===== src/rtl/fpb_pkg.sv =====
package fpb_pkg;

   typedef enum logic {
      ST_EMPTY = 1'b0,
      ST_HELD  = 1'b1
   } slot_state_e;

   function automatic logic reached(input logic sign_of_diff);
      return !sign_of_diff;
   endfunction

endpackage


===== src/rtl/fpb_release_calc.sv =====
module fpb_release_calc #(
   parameter int TW     = 16,
   parameter int MAX_TC = 100
) (
   input  logic [TW-1:0] rx_time,
   input  logic [TW-1:0] tc_value,
   output logic [TW-1:0] rel_time,
   output logic          late
);

   localparam logic [TW-1:0] MAX_W = TW'(MAX_TC);

   generate
      if (TW < 2) begin : g_bad_tw
         $error("fpb_release_calc: TW must be at least 2");
      end
      if (MAX_TC < 0 || MAX_TC >= (2 ** (TW - 1))) begin : g_bad_max
         $error("fpb_release_calc: MAX_TC must fit in half the time range");
      end
   endgenerate

   always_comb begin
      rel_time = rx_time + MAX_W - tc_value;
      late     = (tc_value > MAX_W);
   end

endmodule


===== src/rtl/fpb_pick.sv =====
module fpb_pick #(
   parameter int N  = 4,
   parameter int IW = (N > 1) ? $clog2(N) : 1
) (
   input  logic          clk,
   input  logic          rst_n,
   input  logic [N-1:0]  req,
   output logic [N-1:0]  grant,
   output logic          any,
   output logic [IW-1:0] idx
);

   generate
      if (N < 1) begin : g_bad_n
         $error("fpb_pick: N must be at least 1");
      end

      if (N == 1) begin : g_single
         always_comb begin
            grant = req;
            any   = req[0];
            idx   = '0;
         end
      end else begin : g_multi
         always_comb begin
            logic found;
            found = 1'b0;
            grant = '0;
            idx   = '0;
            for (int k = 0; k < N; k++) begin
               if (req[k] && !found) begin
                  found    = 1'b1;
                  grant[k] = 1'b1;
                  idx      = IW'(k);
               end
            end
            any = found;
         end
      end

      for (genvar j = 0; j < N; j++) begin : g_chk
         AST_PICK_LOWEST: assert property (@(posedge clk) disable iff (!rst_n)
            grant[j] |-> (req[j] && ((req & ~({N{1'b1}} << j)) == '0)));
      end
   endgenerate

   AST_PICK_ANY: assert property (@(posedge clk) disable iff (!rst_n)
      (req != '0) |-> (any && grant != '0));

endmodule


===== src/rtl/fpb_slot.sv =====
module fpb_slot
   import fpb_pkg::*;
#(
   parameter int TW = 16,
   parameter int PW = 8
) (
   input  logic          clk,
   input  logic          rst_n,
   input  logic [TW-1:0] cur_time,
   input  logic          load,
   input  logic          clear,
   input  logic [TW-1:0] ld_rel,
   input  logic [TW-1:0] ld_tc,
   input  logic [PW-1:0] ld_data,
   input  logic          ld_late,
   output logic          held,
   output logic          due,
   output logic [TW-1:0] q_rel,
   output logic [TW-1:0] q_tc,
   output logic [PW-1:0] q_data,
   output logic          q_late
);

   slot_state_e   state;
   logic [TW-1:0] diff;

   always_ff @(posedge clk or negedge rst_n) begin
      if (!rst_n) begin
         state  <= ST_EMPTY;
         q_rel  <= '0;
         q_tc   <= '0;
         q_data <= '0;
         q_late <= 1'b0;
      end else begin
         if (load) begin
            state  <= ST_HELD;
            q_rel  <= ld_rel;
            q_tc   <= ld_tc;
            q_data <= ld_data;
            q_late <= ld_late;
         end else if (clear) begin
            state  <= ST_EMPTY;
         end
      end
   end

   always_comb begin
      held = (state == ST_HELD);
      diff = cur_time - q_rel;
      due  = held && (q_late || reached(diff[TW-1]));
   end

   AST_SLOT_LOAD_FREE: assert property (@(posedge clk) disable iff (!rst_n)
      load |-> (state == ST_EMPTY));

   AST_SLOT_KEEP: assert property (@(posedge clk) disable iff (!rst_n)
      (state == ST_HELD && !clear) |=> (state == ST_HELD));

   AST_SLOT_CLEAR_DUE: assert property (@(posedge clk) disable iff (!rst_n)
      clear |-> due);

   AST_SLOT_EMPTIED: assert property (@(posedge clk) disable iff (!rst_n)
      (clear && !load) |=> (state == ST_EMPTY));

endmodule


===== src/rtl/permanence_buffer.sv =====
module permanence_buffer #(
   parameter int SLOTS  = 4,
   parameter int TW     = 16,
   parameter int PW     = 8,
   parameter int MAX_TC = 100,
   parameter int CNTW   = 8,
   parameter int IDXW   = (SLOTS > 1) ? $clog2(SLOTS) : 1
) (
   input  logic            clk,
   input  logic            rst_n,
   input  logic [TW-1:0]   cur_time,
   input  logic            in_valid,
   input  logic [TW-1:0]   in_rx_time,
   input  logic [TW-1:0]   in_tc,
   input  logic [PW-1:0]   in_data,
   output logic            out_valid,
   output logic [IDXW-1:0] out_slot,
   output logic [PW-1:0]   out_data,
   output logic [TW-1:0]   out_tc,
   output logic [TW-1:0]   out_perm_time,
   output logic            out_late,
   output logic [CNTW-1:0] drop_count
);

   localparam logic [TW-1:0] MAX_W = TW'(MAX_TC);

   generate
      if (SLOTS < 1) begin : g_bad_slots
         $error("permanence_buffer: SLOTS must be at least 1");
      end
      if (CNTW < 1) begin : g_bad_cnt
         $error("permanence_buffer: CNTW must be at least 1");
      end
      if (PW < 1) begin : g_bad_pw
         $error("permanence_buffer: PW must be at least 1");
      end
   endgenerate

   // release time of the frame offered this cycle
   logic [TW-1:0] new_rel;
   logic          new_late;

   fpb_release_calc #(.TW(TW), .MAX_TC(MAX_TC)) u_calc (
      .rx_time  (in_rx_time),
      .tc_value (in_tc),
      .rel_time (new_rel),
      .late     (new_late)
   );

   // slot array
   logic [SLOTS-1:0] held;
   logic [SLOTS-1:0] due;
   logic [SLOTS-1:0] load;
   logic [SLOTS-1:0] clear;
   logic [TW-1:0]    s_rel  [SLOTS];
   logic [TW-1:0]    s_tc   [SLOTS];
   logic [PW-1:0]    s_data [SLOTS];
   logic [SLOTS-1:0] s_late;

   generate
      for (genvar i = 0; i < SLOTS; i++) begin : g_slot
         fpb_slot #(.TW(TW), .PW(PW)) u_slot (
            .clk      (clk),
            .rst_n    (rst_n),
            .cur_time (cur_time),
            .load     (load[i]),
            .clear    (clear[i]),
            .ld_rel   (new_rel),
            .ld_tc    (in_tc),
            .ld_data  (in_data),
            .ld_late  (new_late),
            .held     (held[i]),
            .due      (due[i]),
            .q_rel    (s_rel[i]),
            .q_tc     (s_tc[i]),
            .q_data   (s_data[i]),
            .q_late   (s_late[i])
         );
      end
   endgenerate

   // allocation of a free slot: lowest index wins
   logic [SLOTS-1:0] alloc_grant;
   logic             alloc_any;
   logic [IDXW-1:0]  alloc_idx;

   fpb_pick #(.N(SLOTS), .IW(IDXW)) u_alloc (
      .clk   (clk),
      .rst_n (rst_n),
      .req   (~held),
      .grant (alloc_grant),
      .any   (alloc_any),
      .idx   (alloc_idx)
   );

   // release of a due slot: lowest index wins
   logic [SLOTS-1:0] rel_grant;
   logic             rel_any;
   logic [IDXW-1:0]  rel_idx;

   fpb_pick #(.N(SLOTS), .IW(IDXW)) u_release (
      .clk   (clk),
      .rst_n (rst_n),
      .req   (due),
      .grant (rel_grant),
      .any   (rel_any),
      .idx   (rel_idx)
   );

   logic drop;
   logic all_full;

   always_comb begin
      load     = in_valid ? alloc_grant : '0;
      clear    = rel_grant;
      all_full = &held;
      drop     = in_valid && !alloc_any;
   end

   // one-hot mux of the released slot's contents
   logic [TW-1:0] sel_rel;
   logic [TW-1:0] sel_tc;
   logic [PW-1:0] sel_data;
   logic          sel_late;

   always_comb begin
      sel_rel  = '0;
      sel_tc   = '0;
      sel_data = '0;
      sel_late = 1'b0;
      for (int i = 0; i < SLOTS; i++) begin
         if (rel_grant[i]) begin
            sel_rel  = sel_rel  | s_rel[i];
            sel_tc   = sel_tc   | s_tc[i];
            sel_data = sel_data | s_data[i];
            sel_late = sel_late | s_late[i];
         end
      end
   end

   // output register and drop counter
   always_ff @(posedge clk or negedge rst_n) begin
      if (!rst_n) begin
         out_valid     <= 1'b0;
         out_slot      <= '0;
         out_data      <= '0;
         out_tc        <= '0;
         out_perm_time <= '0;
         out_late      <= 1'b0;
         drop_count    <= '0;
      end else begin
         out_valid <= rel_any;
         if (rel_any) begin
            out_slot      <= rel_idx;
            out_data      <= sel_data;
            out_tc        <= sel_tc;
            out_perm_time <= sel_rel;
            out_late      <= sel_late;
         end
         if (drop) begin
            drop_count <= drop_count + 1'b1;
         end
      end
   end

   logic [TW-1:0] prev_time;
   logic [TW-1:0] age_at_release;

   always_ff @(posedge clk or negedge rst_n) begin
      if (!rst_n) prev_time <= '0;
      else        prev_time <= cur_time;
   end

   always_comb age_at_release = prev_time - out_perm_time;

   AST_NOT_EARLY: assert property (@(posedge clk) disable iff (!rst_n)
      (out_valid && !out_late) |-> !age_at_release[TW-1]);

   AST_LATE_FLAG: assert property (@(posedge clk) disable iff (!rst_n)
      (out_valid && out_late) |-> (out_tc > MAX_W));

   AST_DROP_WHEN_FULL: assert property (@(posedge clk) disable iff (!rst_n)
      (drop_count != $past(drop_count)) |-> ($past(in_valid) && $past(all_full)));

   AST_DROP_STEP: assert property (@(posedge clk) disable iff (!rst_n)
      (in_valid && all_full) |=> (drop_count == $past(drop_count) + 1'b1));

   AST_ALLOC_FREE: assert property (@(posedge clk) disable iff (!rst_n)
      (in_valid && !all_full) |-> ($countones(load) == 1));

endmodule


===== config.mk =====
export PLATFORM = sky130hd
export DESIGN_NAME = permanence_buffer
export DESIGN_NICKNAME = d
export VERILOG_FILES = /design/src/rtl/fpb_pkg.sv /design/src/rtl/fpb_release_calc.sv /design/src/rtl/fpb_pick.sv /design/src/rtl/fpb_slot.sv /design/src/rtl/permanence_buffer.sv
export SDC_FILE = /design/constraint.sdc
export NUM_CORES = 1
export LEC_CHECK = 0
export ABC_AREA = 1
export CAP_MARGIN = 20
export CELL_PAD_IN_SITES_DETAIL_PLACEMENT = 0
export CELL_PAD_IN_SITES_GLOBAL_PLACEMENT = 1
export CORE_UTILIZATION = 43
export CTS_CLUSTER_SIZE = 30
export DETAILED_ROUTE_END_ITERATION = 16
export PLACE_DENSITY_LB_ADDON = 0.1
export SYNTH_ARGS = -nofsm -noshare
export SYNTH_HDL_FRONTEND = slang
export SYNTH_SLANG_ARGS = --single-unit

===== constraint.sdc =====
create_clock -name clk -period 2.6 [get_ports clk]
set_clock_uncertainty 0.1 [all_clocks]
set_input_delay 0.65 -clock clk [delete_from_list [all_inputs] [get_ports clk]]
set_output_delay 0.65 -clock clk [all_outputs]
set_load 0.02 [all_outputs]

# Word level (Yosys, flattened, before mapping)
# Cells that the tools add are included.
[word_totals] regBits=220 output_inout_bits=52 romBits=0 latch_bits=0 mem_bits_rw=0 memories=0
[classes] bitwise=13 n_reduce_logical=30 n_mux=42 addsub=7 n_shift=0 div_mod_pow=0 eq_ne=0 mul=0 n_lt_le_gt_ge=1
[ops] op="2-to-1 mux 16 bit" n=8
[ops] op="bitwise OR 16 bit" n=6
[ops] op="subtractor 16 bit" n=5
[ops] op="2-to-1 mux 8 bit" n=4
[ops] op="2-to-1 mux 1 bit" n=27
[ops] op="bitwise OR 8 bit" n=3
[ops] op="adder 16 x 7 -> 16 bit, second input constant" n=1
[ops] op="greater-than comparator 16 x 7 -> 1 bit, second input constant" n=1
[ops] op="logical AND 1 bit" n=11
[ops] op="zero test 1 bit" n=11
[ops] op="adder 8 x 1 -> 8 bit, second input constant" n=1
[ops] op="nonzero test 2 bit" n=4
[ops] op="logical OR 1 bit" n=4
[ops] op="2-to-1 mux 2 bit" n=2
[ops] op="2-to-1 mux 4 bit" n=1
[ops] op="inverter 4 bit" n=1
[ops] op="bitwise OR 1 bit" n=3

# Logic depth before layout (Yosys ltp)
# Gate-level depths: netlist of run 1.
[depth] ltp_word=16 depth_mapped=20 mapped_depth_nobuf=18

# By module
# From an unflattened synthesis of run 1, not the netlist that was laid out.
[unflattened] hier_cells=1651 area_unflattened_um2=12192.9
[by_module_without_submodules] mod="fpb_slot" seq_area_each_um2=1051.0 cells_each=239 instances=4 area_each_um2=1960.6
[by_module_without_submodules] mod="permanence_buffer" seq_area_each_um2=1301.2 cells_each=464 instances=1 area_each_um2=3062.9
[by_module_without_submodules] mod="fpb_release_calc" seq_area_each_um2=0.0 cells_each=205 instances=1 area_each_um2=1162.4
[by_module_without_submodules] mod="fpb_pick" seq_area_each_um2=0.0 cells_each=13 instances=2 area_each_um2=62.6

# Worst setup path after synthesis of run 1
# OpenSTA, ideal clock, no wires.
[synth_timing] path_kind="input to register" start="input port in_tc[1]" end="register g_slot[3].u_slot.q_rel[15]" stages=13 setup_ns=0.077 path_slack_ns=-0.111 arrival_time_ns=2.534 path_buffers=0 required_ns=2.423 cell_sequence="inv_1 -> ha_1 -> ha_1 -> fa_1 -> nand3_1 -> nand2_1 -> a21oi_1 -> o21ai_1 -> nand2_1 -> nand3_1 -> xor2_1 -> inv_1 -> o21ai_1"
[synth_between] elab_chain_len=1
[synth_lines] item="start, declared" line="permanence_buffer.sv:14" source="input logic [TW-1:0] in_tc,"
[synth_lines] item="subtractor 16 bit" line="fpb_release_calc.sv:23" source="rel_time = rx_time + MAX_W - tc_value;"
[synth_lines] item="end signal, assigned" line="fpb_slot.sv:37" source="q_rel <= ld_rel;"
[synth_lines] item="end, declared" line="fpb_slot.sv:18" source="output logic [TW-1:0] q_rel,"
# No other way between the ends.
# A chain may end at the register's enable or synchronous reset.

# Worst setup path in the final report of run 1
[layout_timing] start="register g_slot[1].u_slot.q_rel[14]" end="register out_perm_time[13]"
[layout_between] elab_chain_len=13
[layout_lines] item="start, declared" line="fpb_slot.sv:18"
[layout_lines] item="start signal, assigned" line="fpb_slot.sv:37"
[layout_lines] item="subtractor 16 bit *" line="fpb_slot.sv:49" source="diff = cur_time - q_rel;"
[layout_lines] item="zero test 1 bit *" line="fpb_pkg.sv:9" source="return !sign_of_diff;"
[layout_lines] item="logical OR 1 bit *" line="fpb_slot.sv:50" source="due = held && (q_late || reached(diff[TW-1]));"
[layout_lines] item="logical AND 1 bit *" line="fpb_slot.sv:50"
[layout_lines] item="logical AND 1 bit *" line="fpb_pick.sv:31" source="if (req[k] && !found) begin"
[layout_lines] item="2-to-1 mux 1 bit" line="fpb_pick.sv:31"
[layout_lines] item="zero test 1 bit" line="fpb_pick.sv:31"
[layout_lines] item="logical AND 1 bit" line="fpb_pick.sv:31"
[layout_lines] item="2-to-1 mux 1 bit" line="fpb_pick.sv:31"
[layout_lines] item="zero test 1 bit" line="fpb_pick.sv:31"
[layout_lines] item="logical AND 1 bit" line="fpb_pick.sv:31"
[layout_lines] item="2-to-1 mux 1 bit" line="fpb_pick.sv:31"
[layout_lines] item="2-to-1 mux 16 bit" line="permanence_buffer.sv:132" source="if (rel_grant[i]) begin"
[layout_lines] item="end signal, assigned" line="permanence_buffer.sv:157" source="out_perm_time <= sel_rel;"
[layout_lines] item="end, declared" line="permanence_buffer.sv:20" source="output logic [TW-1:0] out_perm_time,"
# Every way passes the cells marked *; elsewhere a longest branch is shown, timed or not.

==> out/results.tsv, run 1 <==
stage	metric	value	unit
clock_network	clk_latency	0.53	ns
power	leakage	7.87	nW
setup_path	r2r_end	out_perm_time[13]$_DFFE_PN0P_	
setup_path	crit_family	simple AND/OR/NAND/NOR gates	
synthesis	ys_async_sr_fraction	100	%
layout	drive_gt1_share	22.0	%
clock_network	postCtsHoldBufs	0	
setup_path	cp_slowest_cell	dfrtp_1	
global_route	overflow	0	
synthesis	synth_flop_cell	dfrtp_1	
clock_network	path_clk_slew	0.06	ns
setup_path	path_class	register to register	
synthesis	synth_cell_type_count	37	
flow_run	maxCapViolations	0	
setup_path	critical_path_depth	15	
sta	worst_slew_pin_slew	0.715	ns
clock_network	cts_htree_levels	1	
floorplanning	initial_core_util	43.7	%
floorplanning	die_x	167	um
sta	maxSlewViolCount	0	
global_route	grt_pass1_wl	55200	um
clock_network	cts_buffers	25	
setup_path	crit_buf_inv	3	
floorplanning	fp.dieH	167	um
synthesis	synth-seq-cells	220	
setup_path	required	2.95	ns
power	power	20.0	mW
layout	area_delta_synth_final	37.2	%
setup_path	cp-start-kind	register	
synthesis	avgSynthCellArea	8.01	um2
power	max-vdd-ir-drop	705	uV
floorplanning	dieArea	28000	um2
clock_network	clockRootBuffer	clkbuf_16	
placed_design	place_area	14200	um2
floorplanning	core.rowCount	60	
placed_design	portBuffers	110	
floorplanning	io_pins	111	
sta	max_freq	393	MHz
global_route	grt_start_max_net_pins	71	
sta	hold_viol	6	
drt	num_vias	10346	
sta	min_period	2.55	ns
setup_path	worst_path_largest_cell_delay	0.36	ns
sta	hold_ws	-0.0183	ns
sta	fin_crit_sh	97.9	%
setup_path	rrSetupSlack	0.05	ns
power	p_per_area	1240	nW/um2
layout	fin_area	16100	um2
synthesis	seq_area_frac_synth	46.8	%
synthesis	syn_area	11800	um2
global_route	antenna_found_initial	0	
drt	routed_wl	35500	um
floorplanning	coreArea	26900	um2
clock_network	cts_tree	done	
worst_hold_path	hold_class	input pin to asynchronous set/reset pin	
clock_network	clock_path_buffers	3	
drt	vias_per_cell	5.03	
synthesis	yosys_warnings	0	
sta	slew-limit-headroom	51.8	%
global_route	grt_util_all_layers	25.1	%
setup_path	cp-end-kind	register	
layout	antennaDiodeCount	0	
setup_path	crit_arrival	2.89	ns
layout	nNetsFinal	1847	
synthesis	syn_nets	1613	
setup_path	critPathMaxFanout	6	
drt	first_iter_violations	580	
clock_network	cts.sink_count	220	
run_status	status	finished with violations	
setup_path	timing.rr.start	g_slot[1].u_slot.q_rel[14]$_DFFE_PN0P_	
sta	grt_setup_unrepaired	yes	
sta	setup-tns-final	0	ns
placed_design	post-dp-hpwl	24000	um
drt	detail_route.first_pass.iterations	11	
drt	ant_nets	0	
synthesis	synthCells	1467	
drt	drc	1	
setup_path	r2r_cells	15	
run_status	violations	DRC, hold timing	
placed_design	gp_congestion	0.829	
setup_path	cp_common_cell	nand2_1	
synthesis	synth_edf_count	0	
global_route	grt_pass1_vias	10023	
drt	wl_per_cell	17.3	um
setup_path	crit_path_cell_trace	inv_2, ha_1, a21oi_1, nand2_1, a21oi_4, nand2_1, nand2_1, nand3_2, nand2_4, buf_6, nand3_4, clkbuf_16, nor2_4, nor2_1, a21oi_1	
sta	finalSetupViolations	0	
-- where the power goes --
group,internal (mW),total [mW],switching (mW)
Sequential,5.10,6.04,0.945
Combinational,4.58,10.7,6.10
Clock,1.87,3.27,1.40
-- cell usage in the layout, fill, tap and decap left out, types with 7 or more instances in the layout --
master,synthesis,final
o21ai_0,206,198
nand3_1,71,65
a21oi_2,1,18
ha_4,0,28
buf_12,0,24
buf_4,6,125
xnor2_1,11,10
clkbuf_16,0,29
inv_2,5,26
dfrtp_1,220,220
nand2_1,359,335
nor2_2,2,25
nand2_2,1,22
nor2_1,147,107
ha_1,86,56
inv_1,167,144
nor2_4,0,17
o21ai_1,7,11
a21oi_1,79,57
clkdlybuf4s50_1,0,83
dlymetal6s2s_1,0,7
dlygate4sd2_1,0,7
xor2_1,13,13
clkbuf_2,1,11
-- cells in the mapped netlist (2+ instances only) --
| library cell | number | area, um2 |
|---|---|---|
| buf_4 | 6 | 45.0 |
| clkbuf_1 | 35 | 131 |
| o21ai_0 | 206 | 1030 |
| nor2_1 | 147 | 552 |
| nand3_1 | 71 | 355 |
| a21oi_1 | 79 | 395 |
| nand2_1 | 359 | 1350 |
| nor2_2 | 2 | 12.5 |
| nor3_1 | 4 | 20.0 |
| ha_1 | 86 | 1080 |
| xnor2_1 | 11 | 96.3 |
| dfrtp_1 | 220 | 5510 |
| nand4_1 | 5 | 31.3 |
| nand3_4 | 2 | 35.0 |
| buf_2 | 15 | 75.1 |
| inv_2 | 5 | 18.8 |
| clkinv_1 | 3 | 11.3 |
| inv_1 | 167 | 627 |
| o21ai_1 | 7 | 35.0 |
| xor2_1 | 13 | 114 |
| nor3_2 | 3 | 30.0 |
| nand2_4 | 2 | 22.5 |
| buf_6 | 5 | 56.3 |
-- area by class of cell --
type                       instances  area [um2]
multi-input combinational       1010        6100
tap                              341         427
sequential                       220        5510
inverter                         175         669
clock inverter                     6        37.5
fill                            2475       10800
clock buffer                      35         703
timing repair buffer             269        2680
-- worst reg2reg max path: stages (launching register included) --
cell       delay, ns
dfrtp_1         0.36
inv_2           0.06
ha_1            0.30
a21oi_1         0.16
nand2_1         0.12
a21oi_4         0.15
nand2_1         0.07
nand2_1         0.07
nand3_2         0.12
nand2_4         0.10
buf_6           0.10
nand3_4         0.21
clkbuf_16       0.27
nor2_4          0.08
nor2_1          0.04
a21oi_1         0.15
-- layer usage --
metal | up-vias | global-route usage [%] | part of all wire [%]
li1 | 5174 | - | -
met1 | 4902 | 35.5 | 48
met2 | 218 | 40.8 | 46
met3 | 52 | 3.64 | 4.6
met4 | 0 | 5.58 | 2.2
met5 | - | 0 | 0
-- worst max path at each step --
stage,from,slack (ns),endpoint
after floorplan,in_tc[1],0.004,g_slot[3].u_slot.q_rel[15]$_DFFE_PN0P_
after global placement,in_rx_time[2],-0.69,g_slot[1].u_slot.q_rel[12]$_DFFE_PN0P_
after detailed placement,in_rx_time[2],-0.73,g_slot[2].u_slot.q_rel[12]$_DFFE_PN0P_
after CTS,in_rx_time[6],0.001,g_slot[1].u_slot.q_rel[15]$_DFFE_PN0P_
after global routing,g_slot[2].u_slot.q_rel[10]$_DFFE_PN0P_,-0.08,out_data[7]$_DFFE_PN0P_
final,g_slot[1].u_slot.q_rel[14]$_DFFE_PN0P_,0.05,out_perm_time[13]$_DFFE_PN0P_
-- repair_timing --
| action | 4_1_cts | 5_1_grt |
|---|---|---|
| endpoints found under the setup margin | 71 | 67 |
| buffers inserted | 9 | 21 |
| pin swaps | 19 | 59 |
| cloned | 2 | 4 |
| gates resized for setup | 61 | 180 |
-- kinds of logic (layout without fill, tap and decap cells) --
logic type | count (synthesis) | count (layout) | share of synthesized area, %
multiplexers | 1 | 1 | 0.0958
buffers and inverters | 237 | 485 | 8.25
AND/OR/NAND/NOR | 600 | 600 | 20.9
XOR/XNOR | 24 | 24 | 1.79
adder cells (fa/ha/maj) | 87 | 87 | 9.33
flip-flops | 220 | 220 | 46.8
AO/OA/AOI/OAI | 298 | 298 | 12.8
-- per-stage QoR --
stage	worst slack [ns]	instances	utilization [%]
final	0.0546	2056	60.0
after global routing	-0.0754	2056	60.0
after CTS	0.00121	2032	56.9
after detailed placement	-0.731	1980	52.9
after global placement	-0.692	1980	52.9
after floorplan	0.00356	1467	-
-- sequential cells by signal (all words and copies together) (netlist names) --
signal,cells
out_valid,1
out_slot,2
g_slot.u_slot.q_late,4
g_slot.u_slot.q_tc,64
out_tc,16
out_perm_time,16
g_slot.u_slot.q_data,32
g_slot.u_slot.held,4
out_late,1
out_data,8
g_slot.u_slot.q_rel,64
drop_count,8
Note: power is estimated with default switching activity, not from simulation.
==> run 2, diff against run 1 <==
Clock period 2.6 ns to 2.8 ns, I/O delays scaled along.
==> out/results.tsv, run 2 (synthesis gave the netlist of run 1 again) <==
stage	metric	value	unit	change
drt	first_iter_violations	593		was 580
placed_design	post-dp-hpwl	23700	um	was 24,000 um
layout	fin_area	15200	um2	was 16,100 um2
setup_path	rrSetupSlack	0.33	ns	was 0.05 ns
clock_network	cts_tree	done		unchanged
drt	routed_wl	34100	um	was 35,500 um
placed_design	dp_slack	-0.660	ns	was -0.731 ns
layout	drive_gt1_share	12.1	%	was 22.0%
clock_network	clk_latency	0.53	ns	about the same
clock_network	cts_htree_levels	1		unchanged
layout	nNetsFinal	1796		was 1,847
sta	maxSlewViolCount	0		unchanged
drt	num_vias	10139		was 10,346
clock_network	clockRootBuffer	clkbuf_16		unchanged
setup_path	critPathMaxFanout	4		was 6
placed_design	place_area	13900	um2	was 14,200 um2
global_route	grt_pass1_vias	9952		was 10,023
sta	slew-limit-headroom	63.4	%	was 51.8%
drt	vias_per_cell	5.04		was 5.03
global_route	grt_start_max_net_pins	71		unchanged
setup_path	required	3.09	ns	was 2.95 ns
drt	wl_per_cell	16.9	um	was 17.3 um
sta	hold_viol	0		was 6
floorplanning	io_pins	111		unchanged
global_route	overflow	0		unchanged
floorplanning	initial_core_util	43.7	%	unchanged
layout	final_cell_mix	356 x nand2_1, 220 x dfrtp_1, 203 x o21ai_0		was 335 x nand2_1, 220 x dfrtp_1, 198 x o21ai_0
clock_network	cts_buffers	26		was 25
layout	antennaDiodeCount	0		unchanged
sta	hold_ws	0.00489	ns	was -0.0183 ns
sta	worst_slew_pin_slew	0.542	ns	was 0.715 ns
floorplanning	fp.dieH	167	um	unchanged
layout	layout_commonest_cell	nand2_1		unchanged
setup_path	r2r_cells	16		was 15
setup_path	cp-start-kind	input pin		was register
layout	final_cells	2011		was 2,056
clock_network	cts.sink_count	220		unchanged
drt	detail_route.first_pass.iterations	5		was 11
floorplanning	dieArea	28000	um2	unchanged
power	leakage	7.63	nW	was 7.87 nW
global_route	antenna_found_initial	0		unchanged
setup_path	timing.rr.start	g_slot[0].u_slot.q_rel[2]$_DFFE_PN0P_		was g_slot[1].u_slot.q_rel[14]$_DFFE_PN0P_
clock_network	path_clk_slew	0.06	ns	about the same
setup_path	cp-end-kind	register		unchanged
sta	setup-tns-final	0	ns	unchanged
global_route	grt_util_all_layers	25.0	%	was 25.1%
sta	min_period	2.67	ns	
floorplanning	die_x	167	um	unchanged
worst_hold_path	hold_class	input pin to asynchronous set/reset pin		unchanged
power	max-vdd-ir-drop	651	uV	was 705 uV
floorplanning	core.rowCount	60		unchanged
clock_network	clock_path_buffers	3		unchanged
layout	area_delta_synth_final	29.0	%	was 37.2%
setup_path	r2r_end	out_perm_time[5]$_DFFE_PN0P_		was out_perm_time[13]$_DFFE_PN0P_
setup_path	path_class	input pin to register		was register to register
sta	finalSetupViolations	0		unchanged
setup_path	endpoint	g_slot[1].u_slot.q_rel[7]$_DFFE_PN0P_		was out_perm_time[13]$_DFFE_PN0P_
floorplanning	coreArea	26900	um2	unchanged
sta	fin_crit_sh	95.3	%	
sta	max_freq	375	MHz	
placed_design	gp_congestion	0.846		was 0.829
sta	setup_ws	0.130	ns	was 0.0546 ns
layout	reg_top3	g_slot.u_slot.q_rel x64, g_slot.u_slot.q_tc x64, g_slot.u_slot.q_data x32		unchanged
setup_path	crit_arrival	2.96	ns	was 2.89 ns
setup_path	critPathLaunch	in_tc[3]		was g_slot[1].u_slot.q_rel[14]$_DFFE_PN0P_
run_status	status	complete, no violations		was finished with violations
flow_run	maxCapViolations	0		unchanged
placed_design	numPlacedInstances	1960		was 1,980
placed_design	portBuffers	110		unchanged
power	p_per_area	1170	nW/um2	was 1240 nW/um2
drt	ant_nets	0		unchanged
global_route	grt_pass1_wl	54800	um	was 55,200 um
drt	drc	0		was 1
run 2: cell types whose count changed in the layout (fill, tap and decap cells not counted), sizes merged, moves of 3 or more:
cell | previous run | this run
buf | 156 | 107
bufinv | 0 | 4
clkbuf | 50 | 40
clkdlybuf4s50 | 83 | 92
dlygate4sd2 | 7 | 4
dlymetal6s2s | 7 | 13
run 2: per-stage QoR:
stage          power (mW)  util (%)
2_1_floorplan        10.5         -
3_3_place_gp         13.7      51.9
3_5_place_dp         13.9      51.9
4_1_cts              17.7      55.5
5_1_grt              19.2      56.4
6_report             17.7      56.4
run 2: worst min-delay path by stage:
stage                                         start                                    to  slack [ns]  depth (start not counted)
2_1_floorplan                                 rst_n             drop_count[0]$_DFFE_PN0P_        0.30                          0
3_3_place_gp   g_slot[3].u_slot.q_tc[1]$_DFFE_PN0P_  g_slot[3].u_slot.q_tc[1]$_DFFE_PN0P_        0.36                          2
3_5_place_dp              drop_count[7]$_DFFE_PN0P_             drop_count[7]$_DFFE_PN0P_        0.37                          1
4_1_cts                                       rst_n          out_perm_time[6]$_DFFE_PN0P_        0.01                          1
5_1_grt                                       rst_n          out_perm_time[6]$_DFFE_PN0P_        0.03                          1
6_report                                      rst_n          out_perm_time[6]$_DFFE_PN0P_       0.005                          1
run 2: per-layer routing:
metal / global-route usage, % / part of all wire, % / up-vias
met5: 0 / 0 / -
met4: 5.82 / 2.0 / 0
met3: 2.81 / 4.3 / 42
met2: 40.5 / 46 / 221
met1: 35.9 / 47 / 4801
li1: - / - / 5075
run 2: area by class of cell:
type / count / area (um2)
Inverter: 175 / 662
Fill cell: 2603 / 11700
Multi-Input combinational cell: 1010 / 5470
Sequential cell: 220 / 5510
Clock buffer: 39 / 801
Timing Repair Buffer: 217 / 2140
Clock inverter: 9 / 151
Tap cell: 341 / 427
run 2: repair_timing:
item / CTS / global route
endpoints found under the hold margin: 0 / 0
resized for setup: 12 / 46
pin swaps: 2 / 11
gates cloned: 0 / 1
endpoints found under the setup margin: 55 / 73
hold buffers: 0 / 0
buffers inserted: 0 / 2
run 2: report_power, final:
| part | internal (mW) | switching (mW) | leakage [nW] |
|---|---|---|---|
| Clock | 2.34 | 1.36 | 0.467 |
| Combinational | 3.42 | 4.99 | 4.45 |
| Sequential | 4.74 | 0.903 | 2.72 |
run 2: worst max-delay path, stage by stage:
cell and delay [ns]:
clkdlybuf4s50_1 0.47, inv_1 0.07, ha_1 0.28, ha_1 0.34
buf_4 0.16, nand3_2 0.07, nand2_2 0.06, buf_4 0.15
a21oi_2 0.11, o21bai_1 0.08, xnor2_1 0.21, buf_4 0.18
o21ai_0 0.08
